[src/rtl/isa_fwd_pkg.sv]
package isa_fwd_pkg;
  localparam int BLK_W     = 8;
  localparam int SZ_W      = BLK_W + 1;
  localparam int HOLE_MAX  = 128;
  localparam logic [BLK_W-1:0] LOW_LIMIT = 8'h10;
  localparam logic [BLK_W-1:0] BIOS_LO   = 8'h0E;
  localparam logic [BLK_W-1:0] BIOS_HI   = 8'h0F;

  typedef struct packed {
    logic [BLK_W-1:0] top_blk;
    logic [BLK_W-1:0] hole_base;
    logic [BLK_W-1:0] hole_size;
    logic             hole_en;
    logic             low_bios_en;
  } cfg_t;

  function automatic logic [SZ_W-1:0] eff_size(input logic [BLK_W-1:0] sz);
    logic [SZ_W-1:0] wide;
    wide = {1'b0, sz};
    return (wide > SZ_W'(HOLE_MAX)) ? SZ_W'(HOLE_MAX) : wide;
  endfunction

  function automatic logic hole_hit(input logic [BLK_W-1:0] blk,
                                    input logic [BLK_W-1:0] base,
                                    input logic [BLK_W-1:0] sz);
    logic [SZ_W-1:0] lim;
    lim = {1'b0, base} + eff_size(sz);
    return ({1'b0, blk} >= {1'b0, base}) && ({1'b0, blk} < lim);
  endfunction

  function automatic logic in_region(input logic [BLK_W-1:0] blk,
                                     input logic [BLK_W-1:0] top);
    return (blk >= LOW_LIMIT) && (blk <= top);
  endfunction
endpackage

[src/rtl/isa_fwd_cfg.sv]
module isa_fwd_cfg
  import isa_fwd_pkg::*;
(
  input  logic             clk,
  input  logic             rst_n,
  input  logic             we,
  input  logic [1:0]       addr,
  input  logic [BLK_W-1:0] wdata,
  output cfg_t             cfg
);
  cfg_t cfg_q;

  always_ff @(posedge clk or negedge rst_n) begin
    if (!rst_n) begin
      cfg_q.top_blk     <= '1;
      cfg_q.hole_base   <= '0;
      cfg_q.hole_size   <= '0;
      cfg_q.hole_en     <= 1'b0;
      cfg_q.low_bios_en <= 1'b0;
    end else if (we) begin
      case (addr)
        2'd0: cfg_q.top_blk   <= wdata;
        2'd1: cfg_q.hole_base <= wdata;
        2'd2: cfg_q.hole_size <= wdata;
        default: begin
          cfg_q.hole_en     <= wdata[0];
          cfg_q.low_bios_en <= wdata[1];
        end
      endcase
    end
  end

  assign cfg = cfg_q;
endmodule

[src/rtl/isa_fwd_region.sv]
module isa_fwd_region
  import isa_fwd_pkg::*;
(
  input  logic [BLK_W-1:0] blk,
  input  cfg_t             cfg,
  output logic             hole_hit_o,
  output logic             fwd
);
  logic region_hit;

  always_comb begin
    region_hit = in_region(blk, cfg.top_blk);
    hole_hit_o = cfg.hole_en && (cfg.hole_size != '0) &&
                 hole_hit(blk, cfg.hole_base, cfg.hole_size);
    fwd        = region_hit && !hole_hit_o;
  end
endmodule

[src/rtl/isa_fwd_bios.sv]
module isa_fwd_bios
  import isa_fwd_pkg::*;
(
  input  logic [BLK_W-1:0] blk,
  input  logic             low_en,
  input  logic             refresh,
  input  logic             dma,
  output logic             bios_hit,
  output logic             cs_n
);
  always_comb begin
    bios_hit = (blk == BIOS_HI) || ((blk == BIOS_LO) && low_en);
    cs_n     = !(bios_hit && !refresh && !dma);
  end
endmodule

[src/rtl/isa_mem_fwd_dec.sv]
module isa_mem_fwd_dec
  import isa_fwd_pkg::*;
(
  input  logic             clk,
  input  logic             rst_n,
  input  logic             cfg_we,
  input  logic [1:0]       cfg_addr,
  input  logic [BLK_W-1:0] cfg_wdata,
  input  logic [BLK_W-1:0] isa_blk,
  input  logic             isa_refresh,
  input  logic             isa_dma,
  output logic             fwd_pci,
  output logic             bios_cs_n
);
  cfg_t cfg;
  logic hole_hit_w;
  logic bios_hit_w;
  logic region_fwd_w;
  logic [BLK_W-1:0] top_blk_q;

  isa_fwd_cfg u_cfg (
    .clk(clk), .rst_n(rst_n), .we(cfg_we), .addr(cfg_addr),
    .wdata(cfg_wdata), .cfg(cfg)
  );

  isa_fwd_region u_region (
    .blk(isa_blk), .cfg(cfg), .hole_hit_o(hole_hit_w), .fwd(region_fwd_w)
  );

  isa_fwd_bios u_bios (
    .blk(isa_blk), .low_en(cfg.low_bios_en), .refresh(isa_refresh),
    .dma(isa_dma), .bios_hit(bios_hit_w), .cs_n(bios_cs_n)
  );

  assign top_blk_q = cfg.top_blk;
  // A BIOS hit is kept off PCI even if the region were to overlap it.
  assign fwd_pci   = region_fwd_w && !bios_hit_w;
endmodule

[config.mk]
export PLATFORM = sky130hd
export DESIGN_NAME = isa_mem_fwd_dec
export DESIGN_NICKNAME = d
export VERILOG_FILES = /design/src/rtl/isa_fwd_pkg.sv /design/src/rtl/isa_fwd_cfg.sv /design/src/rtl/isa_fwd_region.sv /design/src/rtl/isa_fwd_bios.sv /design/src/rtl/isa_mem_fwd_dec.sv
export SDC_FILE = /design/constraint.sdc
export NUM_CORES = 1
export LEC_CHECK = 0
export ABC_AREA = 1
export BUFFER_PORTS_ARGS = -buffer_cell sky130_fd_sc_hd__buf_2
export CORE_UTILIZATION = 51
export DETAILED_ROUTE_END_ITERATION = 6
export HOLD_SLACK_MARGIN = 0.02
export PLACE_DENSITY = 0.72
export SETUP_SLACK_MARGIN = 0.3
export SLEW_MARGIN = 20
export SYNTH_ARGS = -nofsm -noshare
export SYNTH_HDL_FRONTEND = slang
export SYNTH_SLANG_ARGS = --single-unit
[constraint.sdc]
create_clock -name clk -period 8.9 [get_ports clk]
set_clock_uncertainty 0.1 [all_clocks]
set_input_delay 1.335 -clock clk [delete_from_list [all_inputs] [get_ports clk]]
set_output_delay 1.335 -clock clk [all_outputs]
set_load 0.02 [all_outputs]
---- After elaboration in Yosys (flattened, before gate mapping) ----
Cells that the tools add are included.
word-level totals
  bits in registers ....................... 26
  input port bits ......................... 23
  output and inout bits ................... 2
  logic and storage cells ................. 39
cells by class
  $add $sub $neg .......................... 1
  $lt $le $gt $ge ......................... 5
  equality and inequality tests ........... 4
  mux-type cells .......................... 1
  bitwise gates (word level) .............. 1
  reductions and logical operators ........ 22
operators by type and width
  kind                                                                                  number
  8-bit by 4-bit equality test with 1-bit output (second input constant)                2
  8-bit by 9-bit adder with 9-bit output                                                1
  1-bit logical AND                                                                     9
  8-bit by 9-bit < comparator with 1-bit output                                         1
  8-bit by 5-bit greater-or-equal comparator with 1-bit output (second input constant)  1
  8-bit greater-or-equal comparator                                                     1
  8-bit greater-than comparator (second input constant)                                 1
  8-bit less-or-equal comparator                                                        1
  8-bit two-way mux                                                                     1
  2-bit AND reduction                                                                   4
  8-bit nonzero test                                                                    1
  1-bit zero test                                                                       5
  3-bit OR reduction                                                                    1
  2-bit by 1-bit equality test with 1-bit output (second input constant)                1
  2-bit equality test (second input constant)                                           1
  2-bit zero test                                                                       1
  1-bit logical OR                                                                      1
  1-bit NOT                                                                             1

---- Depth between registers and ports, before layout ----
  word-level depth ........................ 9
  mapped depth ............................ 22

---- Modules after synthesis ----
From an unflattened synthesis, not the netlist that was laid out.
unflattened totals
  cell total of the unflattened synthesis .. 295
  area total of the unflattened synthesis .. 2195.9 sq um
modules (own cells, without submodules)
  module           instances  cells an instance  area each (sq um)  seq. area each (sq um)
  isa_fwd_cfg      1          116                1081.0             660.6
  isa_fwd_region   1          163                1042.2             0.0
  isa_fwd_bios     1          14                 62.6               0.0
  isa_mem_fwd_dec  1          2                  10.0               0.0

---- Least setup slack after synthesis ----
OpenSTA, ideal clock, no wires.
  kind .................................... reg-to-output
  start point ............................. register u_cfg.cfg_q, in the netlist u_cfg.cfg[4]
  end point ............................... output port fwd_pci
  data arrival time ....................... 2.793 ns
  required time ........................... 7.465 ns
  slack ................................... 4.672 ns
  cell stages (with the launch flop) ...... 22
  cell sequence ........................... dfrtp_1 inv_1 nand4_1 o21ai_0 inv_1 nor2_1 inv_1 fa_1 inv_1 a21oi_1 o21ai_2 a31oi_1 xor2_1 ha_1 nand2_1 inv_1 nand2_1 nand2_1 nand2_1 nand2_1 nand2_1 a21oi_1
on the way
  longest elaborated chain between the ends .. 9
  elaborated cells on any way between the ends .. 11
ends and longest elaborated chain
  what                                           line                   text
  from (decl)                                    isa_fwd_cfg.sv:11      cfg_t cfg_q;
  8-bit greater-than comparator                  isa_fwd_pkg.sv:20      return (wide > SZ_W'(HOLE_MAX)) ? SZ_W'(HOLE_MAX) : wide;
  8-bit two-way mux                              isa_fwd_pkg.sv:20
  8-bit by 9-bit adder with 9-bit output         isa_fwd_pkg.sv:27      lim = {1'b0, base} + eff_size(sz);
  8-bit by 9-bit < comparator with 1-bit output  isa_fwd_pkg.sv:28      return ({1'b0, blk} >= {1'b0, base}) && ({1'b0, blk} < lim);
  1-bit logical AND                              isa_fwd_pkg.sv:28
  1-bit logical AND (*)                          isa_fwd_region.sv:13   hole_hit_o = cfg.hole_en && (cfg.hole_size != '0) &&
  1-bit zero test (*)                            isa_fwd_region.sv:15   fwd = region_hit && !hole_hit_o;
  1-bit logical AND (*)                          isa_fwd_region.sv:15
  1-bit logical AND (*)                          isa_mem_fwd_dec.sv:37  assign fwd_pci = region_fwd_w && !bios_hit_w;
  to (decl)                                      isa_mem_fwd_dec.sv:12  output logic fwd_pci,
Mark *: on every way between the ends. The rest lies on a longest branch, timed or not.

---- Worst setup path after layout ----
Ends and elaborated chain as after synthesis.

==> results.tsv <==
stage	metric	value	unit
timing	Final period util	53.0	%
die	Ports	25	
timing	Final Hold Fails	0	
layout	post-route design area	0.00224	sq mm
setup_path	startpoint types	flop	
setup_path	CP required	7470	ps
grt	initial antenna violation count	0	
clock_network	later-pin clock latency in the skew report	270	ps
clock_network	Clock Path Buffers	2	
timing	final slew viol count	0	
place	RePlAce Congestion	0.810	
logic_synthesis	Yosys reg bits	26	
logic_synthesis	mean area per synthesized cell	7.60	sq um
layout	proportion of layout cells with a drive suffix above 1	13.5	%
layout	nets@finish	345	
place	Buffers on Ports	24	
job	max_cap viols	0	
logic_synthesis	ys flop type	dfrtp_1	
clock_network	post-cts resize count	0	
timing	setup_tns	0	ps
clock_network	CTS buffer count	3	
die	Die Span Y	64.7	microns
place	dpl hpwl	3.31	mm
routing	DRC	0	
logic_synthesis	Post-synth EDFFs	0	
setup_path	Critical Path, Cell by Cell	inv_1 -> nand4_1 -> o21ai_0 -> inv_1 -> nor2_1 -> inv_1 -> fa_1 -> inv_1 -> a21oi_1 -> o21ai_2 -> xor2_1 -> ha_1 -> nand2_1 -> nor2_1 -> nand2_1 -> nand3_1 -> nand2_1 -> nand2_1 -> nand2_1 -> nand2_1 -> nand2_1 -> a21oi_1 -> buf_2	
setup_path	cell mode on critical path	nand2_1	
clock_network	CTS Root Cell	clkbuf_8	
layout	P&R area growth vs syn	11.5	%
setup_path	worst-path fanout max	4	
timing	unrepaired setup endpoints after global routing	no	
clock_network	CTS sink count	26	
routing	final wirelength	3.94	mm
grt	met3 usage in global routing	1.41	%
pwr	power per cell area	188	mW/mm^2
clock_network	Post-CTS Setup Inserts	0	
run_status	status	completed	
pwr	Lkg Pwr	1.23	nW
die	Core ar.	0.00372	sq mm
setup_path	CP max stage delay	430	ps
place	Area after DPL	0.00217	sq mm
setup_path	CP Capture Type	output pin	
clock_network	CTS Hold Bufs	0	
grt	GRT Util Overall	21.5	%
routing	1st-pass router iterations	4	
timing	fin crit period	4720	ps
logic_synthesis	syn nets	319	
clock_network	clock-pin slew on the worst setup and hold paths	90	ps
setup_path	Arr. time, crit path	3280	ps
setup_path	r2r setup slk	8040	ps
setup_path	Buf/Inv on CP	5	
die	Chip Width	64.7	microns
pwr	peak supply drop	0.108	mV
clock_network	H-Tree Depth	1	
logic_synthesis	cell area after synthesis	0.00201	sq mm
logic_synthesis	Yosys cell types	24	
grt	met1 usage	28.2	%
timing	setup violators final	0	
layout	n_diodes	0	
grt	grt total ovfl	0	
timing	slew of the pin with the lowest slew margin	550	ps
grt	first-pass GRT wire length	6.84	mm
setup_path	slowest CP cell	fa_1	
die	Die ar.	0.00419	sq mm
logic_synthesis	Syn Inst Count	264	
timing	Achievable Freq	212	MHz
setup_path	critical path type	flop to output pin	
timing	Rel. slew slack	63.3	%
routing	Starting DRT DRC Count	62	
grt	Most Crowded Layer GR	met2	
routing	routed len/inst	11.7	microns
logic_synthesis	fraction of registers with async set/reset	100	%
logic_synthesis	YS warnings	0	
grt	largest net degree at the start of global routing	27	
setup_path	CP top delay family	simple AND/OR/NAND/NOR gates	
grt	GR Layer Usage met2	35.9	%
logic_synthesis	post-synthesis sequential area ratio	32.9	%
die	# rows	22	
routing	via count	1691	
die	initial core utilization	54.0	%
routing	Detail Route Antenna Nets	0	
grt	number of global-route vias before repair	1596	
layout	max reg flops	26	
hold_path	min-delay worst type	flop to flop	
routing	Vias/cell	5.02	
clock_network	CTS tree	yes	
-- cells by family (layout without fill, tap and decap cells) --
group           count (synthesis)  count (layout)  share of synthesized area (%)
simple gates                   88              88                           18.5
xor+xnor                        6               6                           2.62
flops                          26              26                           32.9
compound gates                 52              52                           13.9
buf+inv                        60              85                           11.7
fa+ha+maj                      32              32                           20.3
-- layer usage --
layer | wire, microns | up-vias
met2 | 1780 | 27
met1 | 1990 | 753
met5 | 0 | -
met3 | 85 | 7
met4 | 86 | 0
li1 | - | 904
-- stage by stage --
step	hold WS, ps	util (%)	setup WS (ps)	power [mW]	std cells
6_report	381	60.2	4180	0.421	337
2_1_floorplan	352	-	4670	0.282	264
3_5_place_dp	368	58.3	4480	0.326	333
3_3_place_gp	365	58.3	4530	0.322	333
4_1_cts	382	60.2	4160	0.424	337
5_1_grt	414	60.2	3870	0.461	337
-- worst paths after layout --
kind	start	end	cells past startpoint
max	u_cfg.cfg[4]	fwd_pci	23
min	u_cfg.cfg[23]	u_cfg.cfg[23]	2
max reg2reg	u_cfg.cfg[22]	u_cfg.cfg[22]	2
min reg2reg	u_cfg.cfg[23]	u_cfg.cfg[23]	2
max in group asynchronous	rst_n	u_cfg.cfg[20]	1
min in group asynchronous	rst_n	u_cfg.cfg[6]	1
-- worst register-to-register path: stages (launching register included) --
cell	delay, ps
dfstp_2	550
nand2_1	50
o21ai_0	90
-- report_power, final --
group	total (mW)	switching, mW	internal [mW]
clock	0.0975	0.0373	0.0602
combinational	0.167	0.0991	0.0684
sequential	0.156	0.0144	0.141
total	0.421	0.151	0.270
-- cells in the mapped netlist, types with 2 or more instances --
cell type	number	area, sq um
dfrtp_1	18	450
xor2_1	6	52.6
nor4_1	2	12.5
nor2_1	14	52.6
o21a_1	2	15.0
ha_1	31	388
dfstp_2	8	210
inv_1	57	214
a21oi_1	14	70.1
o21ai_0	21	105
o21ai_1	11	55.1
nand4_1	3	18.8
nand3_1	9	45.0
nand3_2	2	20.0
nand2_1	56	210
buf_2	2	10.0
-- layout by cell type, fill, tap and decap left out, drive strengths merged, types with 2 or more instances in the layout --
cell type  Yosys  final
nand4          3      3
inv           57     57
a21oi         14     14
dfrtp         18     18
nand3         11     11
clkbuf         0      3
o21ai         33     33
ha            31     31
nor4           2      2
nor2          14     14
xor2           6      6
nand2         56     56
o21a           2      2
dfstp          8      8
buf            3     24
-- area by class of cell --
| class | instances | area [sq um] |
|---|---|---|
| repair buffers | 24 | 120 |
| multi-input cells | 178 | 1110 |
| well taps | 48 | 60.1 |
| clock inverters | 1 | 30.0 |
| clock buffers | 3 | 41.3 |
| inverters | 57 | 214 |
| flip-flops and latches | 26 | 661 |
| fillers | 368 | 1480 |
(Power assumes the default switching activity.)
